**src/rtl/dac_fe_pkg.sv**
```systemverilog
package dac_fe_pkg;
  localparam int unsigned CODE_W = 12;
  localparam int unsigned MODE_W = 2;
  localparam int unsigned PAD_W  = 2;
  localparam int unsigned WORD_W = PAD_W + MODE_W + CODE_W;

  typedef enum logic [MODE_W-1:0] {
    MODE_RUN     = 2'b00,
    MODE_PD_5K   = 2'b01,
    MODE_PD_100K = 2'b10,
    MODE_PD_HIZ  = 2'b11
  } op_mode_e;
endpackage

```
**src/rtl/dac_fe_sync.sv**
```systemverilog
module dac_fe_sync #(
  parameter int unsigned W = 3,
  parameter int unsigned STAGES = 2,
  parameter logic [W-1:0] RST_VAL = '0
) (
  input  logic         clk_i,
  input  logic         rst_ni,
  input  logic [W-1:0] async_i,
  output logic [W-1:0] lvl_o,
  output logic [W-1:0] fall_o
);
  logic [W-1:0] pipe_q [STAGES];
  logic [W-1:0] prev_q;

  for (genvar s = 0; s < STAGES; s++) begin : g_stage
    always_ff @(posedge clk_i or negedge rst_ni) begin
      if (!rst_ni) pipe_q[s] <= RST_VAL;
      else if (s == 0) pipe_q[s] <= async_i;
      else pipe_q[s] <= pipe_q[(s == 0) ? 0 : s-1];
    end
  end

  always_ff @(posedge clk_i or negedge rst_ni) begin
    if (!rst_ni) prev_q <= RST_VAL;
    else prev_q <= pipe_q[STAGES-1];
  end

  assign lvl_o  = pipe_q[STAGES-1];
  assign fall_o = prev_q & ~pipe_q[STAGES-1];
endmodule

```
**src/rtl/dac_fe_frame.sv**
```systemverilog
module dac_fe_frame #(
  parameter int unsigned WORD_W = 16
) (
  input  logic              clk_i,
  input  logic              rst_ni,
  input  logic              frame_lvl_i,
  input  logic              frame_fall_i,
  input  logic              sclk_fall_i,
  input  logic              sdata_i,
  output logic              commit_o,
  output logic              abort_o,
  output logic [WORD_W-1:0] word_o
);
  localparam int unsigned CNT_W = $clog2(WORD_W);
  localparam logic [CNT_W-1:0] LAST = CNT_W'(WORD_W - 1);

  logic              armed_q;
  logic [CNT_W-1:0]  cnt_q;
  logic [WORD_W-2:0] shreg_q;
  logic              commit, abort, shift;

  // last edge wins over a coincident strobe rise
  assign commit = armed_q & sclk_fall_i & (cnt_q == LAST);
  assign abort  = armed_q & frame_lvl_i & ~commit;
  assign shift  = armed_q & sclk_fall_i & ~frame_lvl_i;

  always_ff @(posedge clk_i or negedge rst_ni) begin
    if (!rst_ni) begin
      armed_q <= 1'b0;
      cnt_q   <= '0;
      shreg_q <= '0;
    end else if (frame_fall_i) begin
      armed_q <= 1'b1;
      cnt_q   <= '0;
      shreg_q <= '0;
    end else if (commit || abort) begin
      armed_q <= 1'b0;
      cnt_q   <= '0;
      shreg_q <= '0;
    end else if (shift) begin
      cnt_q   <= cnt_q + 1'b1;
      shreg_q <= {shreg_q[WORD_W-3:0], sdata_i};
    end
  end

  assign commit_o = commit;
  assign abort_o  = abort;
  assign word_o   = {shreg_q, sdata_i};
endmodule

```
**src/rtl/dac_fe_decode.sv**
```systemverilog
module dac_fe_decode
  import dac_fe_pkg::*;
(
  input  op_mode_e mode_i,
  output logic     pwr_down_o,
  output logic     term_5k_o,
  output logic     term_100k_o,
  output logic     term_hiz_o
);
  always_comb begin
    term_5k_o   = 1'b0;
    term_100k_o = 1'b0;
    term_hiz_o  = 1'b0;
    unique case (mode_i)
      MODE_PD_5K:   term_5k_o   = 1'b1;
      MODE_PD_100K: term_100k_o = 1'b1;
      MODE_PD_HIZ:  term_hiz_o  = 1'b1;
      default: ;
    endcase
  end
  assign pwr_down_o = (mode_i != MODE_RUN);
endmodule

```
**src/rtl/dac_serial_front.sv**
```systemverilog
module dac_serial_front
  import dac_fe_pkg::*;
#(
  parameter int unsigned SYNC_STAGES = 2
) (
  input  logic              clk_i,
  input  logic              rst_ni,
  input  logic              frame_n_i,
  input  logic              sclk_i,
  input  logic              sdata_i,
  output logic [CODE_W-1:0] code_o,
  output logic [MODE_W-1:0] mode_o,
  output logic              pwr_down_o,
  output logic              term_5k_o,
  output logic              term_100k_o,
  output logic              term_hiz_o,
  output logic              update_o,
  output logic              abort_o
);
  // lane order: {frame, sclk, data}; strobe idles high
  logic [2:0] lvl, fall;
  logic [WORD_W-1:0] word;
  logic commit, abort;
  logic [CODE_W-1:0] code_q;
  op_mode_e mode_q;
  logic upd_q, abt_q;

  dac_fe_sync #(.W(3), .STAGES(SYNC_STAGES), .RST_VAL(3'b100)) u_sync (
    .clk_i, .rst_ni,
    .async_i({frame_n_i, sclk_i, sdata_i}),
    .lvl_o(lvl), .fall_o(fall)
  );

  dac_fe_frame #(.WORD_W(WORD_W)) u_frame (
    .clk_i, .rst_ni,
    .frame_lvl_i(lvl[2]), .frame_fall_i(fall[2]),
    .sclk_fall_i(fall[1]), .sdata_i(lvl[0]),
    .commit_o(commit), .abort_o(abort), .word_o(word)
  );

  always_ff @(posedge clk_i or negedge rst_ni) begin
    if (!rst_ni) begin
      code_q <= '0;
      mode_q <= MODE_RUN;
      upd_q  <= 1'b0;
      abt_q  <= 1'b0;
    end else begin
      upd_q <= commit;
      abt_q <= abort;
      if (commit) begin
        code_q <= word[CODE_W-1:0];
        mode_q <= op_mode_e'(word[CODE_W +: MODE_W]);
      end
    end
  end

  dac_fe_decode u_dec (
    .mode_i(mode_q), .pwr_down_o, .term_5k_o, .term_100k_o, .term_hiz_o
  );

  assign code_o   = code_q;
  assign mode_o   = mode_q;
  assign update_o = upd_q;
  assign abort_o  = abt_q;
endmodule

```
**config.mk**
```make
export PLATFORM = sky130hd
export DESIGN_NAME = dac_serial_front
export DESIGN_NICKNAME = d
export VERILOG_FILES = /design/src/rtl/dac_fe_pkg.sv /design/src/rtl/dac_fe_sync.sv /design/src/rtl/dac_fe_frame.sv /design/src/rtl/dac_fe_decode.sv /design/src/rtl/dac_serial_front.sv
export SDC_FILE = /design/constraint.sdc
export NUM_CORES = 1
export LEC_CHECK = 0
export ABC_AREA = 1
export BUFFER_PORTS_ARGS = -buffer_cell sky130_fd_sc_hd__buf_4
export CAP_MARGIN = 0
export CORE_MARGIN = 3
export CORE_UTILIZATION = 59
export CTS_CLUSTER_DIAMETER = 30
export DETAILED_ROUTE_END_ITERATION = 8
export PLACE_DENSITY_LB_ADDON = 0.15
export SLEW_MARGIN = 5
export SYNTH_ARGS = -nofsm -noshare
export SYNTH_HDL_FRONTEND = slang
export SYNTH_SLANG_ARGS = --single-unit
```
**constraint.sdc**
```tcl
create_clock -name clk_i -period 2.2 [get_ports clk_i]
set_clock_uncertainty 0.05 [all_clocks]
set_input_delay 0.33 -clock clk_i [delete_from_list [all_inputs] [get_ports clk_i]]
set_output_delay 0.33 -clock clk_i [all_outputs]
set_load 0.01 [all_outputs]
```
==> reports/metrics.cfg <==
[clock_tree]
cts_sinks = 42
cts_buffer_depth = 2
clkLatencyLatePin_ps = 340
clk_pin_slew_ps = 120
cts_setup_buffers = 0
htree_levels = 2
root_buffer = clkbuf_4
cts_buffers = 5
cts_tree = yes

[global_route]
grt.total_usage = 0.203
grt_antenna_before_repair = 0
overflow = 0
first_global_vias = 1189
grt_pass1_wl_mm = 5.22
grt_max_degree = 43

[setup_path]
critPathRequiredTime_ps = 2430
cp-end-kind = flip-flop
crit_type = reg2reg
arrival_ps = 1910
worstPathMaxFanout = 16
critical_path.slowest_cell = dfrtp_1
critPathBufInv = 1
cp-start-kind = flip-flop
cpPeakStageDelay_ps = 420
critPathTopFamily = simple AND/OR/NAND/NOR gates
crit_chain = ha_1 -> nand3_1 -> inv_1 -> nand2_2 -> nand3_4 -> a21oi_1

[floorplan]
chipWidth_um = 59.8
core_area_um2 = 2610
die-area_um2 = 3570
die_y_um = 59.8
io_pins = 25
initial_core_util = 0.653
std_cell_rows = 18

[placement]
place_inst = 224
post_dp_cell_area_um2 = 1880
portBuffers = 24
dp_hpwl_mm = 2.06
pre_cts_slack_ps = 509
gp_congestion = 0.786

[cells_and_area]
n_antenna_cell = 0
final_util = 0.754
nNetsFinal = 208
area_growth_pct = 15.6
layout-drive-gt1-share = 0.266
finish.instance_area_um2 = 1970
instances_no_fill = 233

[sta]
tightest_slew_ps = 607
period_minus_slack_ps = 1680
worst_slack_ps = 520
finalCritPeriodShare = 0.764
maxSlewViolCount = 0
fin_setup_tns_ps = 0
finalHoldViolCount = 0
setup_viol = 0
rsz0062_at_grt = no
maxClockFrequency_ghz = 0.595
max_slew_margin = 0.594
fin_hold_ws_ps = 30.4

[logic_synthesis]
ys.flop_type = dfrtp_1
synthTopCellsByArea = dfrtp_1 57%, nand2_1 17%, a21oi_2 5.1%
yosys.area.top_type = dfrtp_1
synthMostInstantiatedCell = nand2_1
ys_ff_latch = 42
synthCells = 175
ys_types = 19
synth.top_cell.area_share = 0.572
synth_area_per_cell_um2 = 9.75
synthArstFlopShare = 1.00
synth_commonest_cells = 79 x nand2_1, 39 x dfrtp_1, 10 x a21oi_2, 10 x inv_1, 6 x nor2_1
yosysSeqAreaShare = 0.618
ys_warn_count = 0
synth-edff-count = 0
netlist_area_um2 = 1710
synth_nets = 181

[route]
drt_wl_total_mm = 3.04
first_pass_iters = 4
ant_nets = 0
drc = 0
routedWlPerCell_um = 13.1
vias = 1240
via_per_inst = 5.32
first_iter_violations = 47

[pwr]
ir_drop_mv = 0.775
power_leakage_nw = 1.00
finalPower_mw = 1.34
powerDensity_nw_per_um2 = 681

[worst_hold_path]
min_path_type = in2reg

[run_status]
status = finished, final reports clean

[flow_run]
drv_cap = 0

-- flip-flops by register name, summed over array words and instances, names as in the netlist --
register and flops:
u_frame.armed_q 1, abort_o 1, u_sync.lvl_o 3, u_frame.shreg_q 13, code_o 12, u_sync.prev_q 2
u_frame.cnt_q 4, u_sync.pipe_q 3, mode_o 2, update_o 1
-- cell usage in the layout, fill, tap and decap left out, types with 3 or more instances in the layout --
| cell | Yosys | routed |
|---|---|---|
| nand2_2 | 4 | 4 |
| nand3_1 | 5 | 5 |
| dfstp_2 | 3 | 3 |
| dfrtp_1 | 39 | 39 |
| clkbuf_4 | 0 | 5 |
| nor2_1 | 6 | 6 |
| buf_4 | 1 | 24 |
| nand2_1 | 79 | 79 |
| a21oi_2 | 10 | 10 |
| inv_1 | 10 | 10 |
| a21oi_1 | 5 | 5 |
-- layout make-up --
class                   instances  area (um2)
flip-flops and latches         42        1050
fillers                       200         642
multi-input cells             118         573
repair buffers                 25         190
clock inverters                 3        40.0
clock buffers                   5        37.5
inverters                      10        37.5
well taps                      30        37.5
-- per-layer routing --
layer,GRT usage,vias up,part of all wire
met3,0.0454,8,0.077
met4,0.104,0,0.021
met1,0.237,585,0.38
li1,-,598,-
met2,0.347,49,0.52
met5,0,-,0
-- report_power, final --
| group | internal [mW] | total, mW | switching [mW] |
|---|---|---|---|
| registers | 0.787 | 0.798 | 0.0110 |
| logic | 0.0188 | 0.0688 | 0.0500 |
| clock network | 0.235 | 0.475 | 0.239 |
-- final timing paths --
| kind | from | endpoint | slack (ps) | cells past startpoint |
|---|---|---|---|---|
| setup reg to reg | u_frame.cnt_q[0] | u_frame.shreg_q[4] | 520 | 6 |
| hold / removal | sdata_i | u_sync.pipe_q[3] | 30 | 1 |
| setup / recovery | u_frame.cnt_q[0] | u_frame.shreg_q[4] | 520 | 6 |
| hold reg to reg | u_sync.pipe_q[5] | u_sync.lvl_o[2] | 310 | 0 |
| min in group asynchronous | rst_ni | code_o[2] | 440 | 2 |
| max in group asynchronous | rst_ni | u_sync.prev_q[2] | 1270 | 2 |
-- cell families after synthesis --
logic type	Yosys count	share of synthesized area
adder cells (fa/ha/maj)	1	0.00734
buffers and inverters	15	0.0455
flip-flops	42	0.618
AO/OA/AOI/OAI	17	0.0719
AND/OR/NAND/NOR	100	0.257
-- repair_timing --
action,in CTS,in global routing
hold endpoints to repair,39,0
gates resized for setup,0,0
endpoints found under the setup margin,0,0
hold buffers,1,0
(Power assumes the default switching activity.)
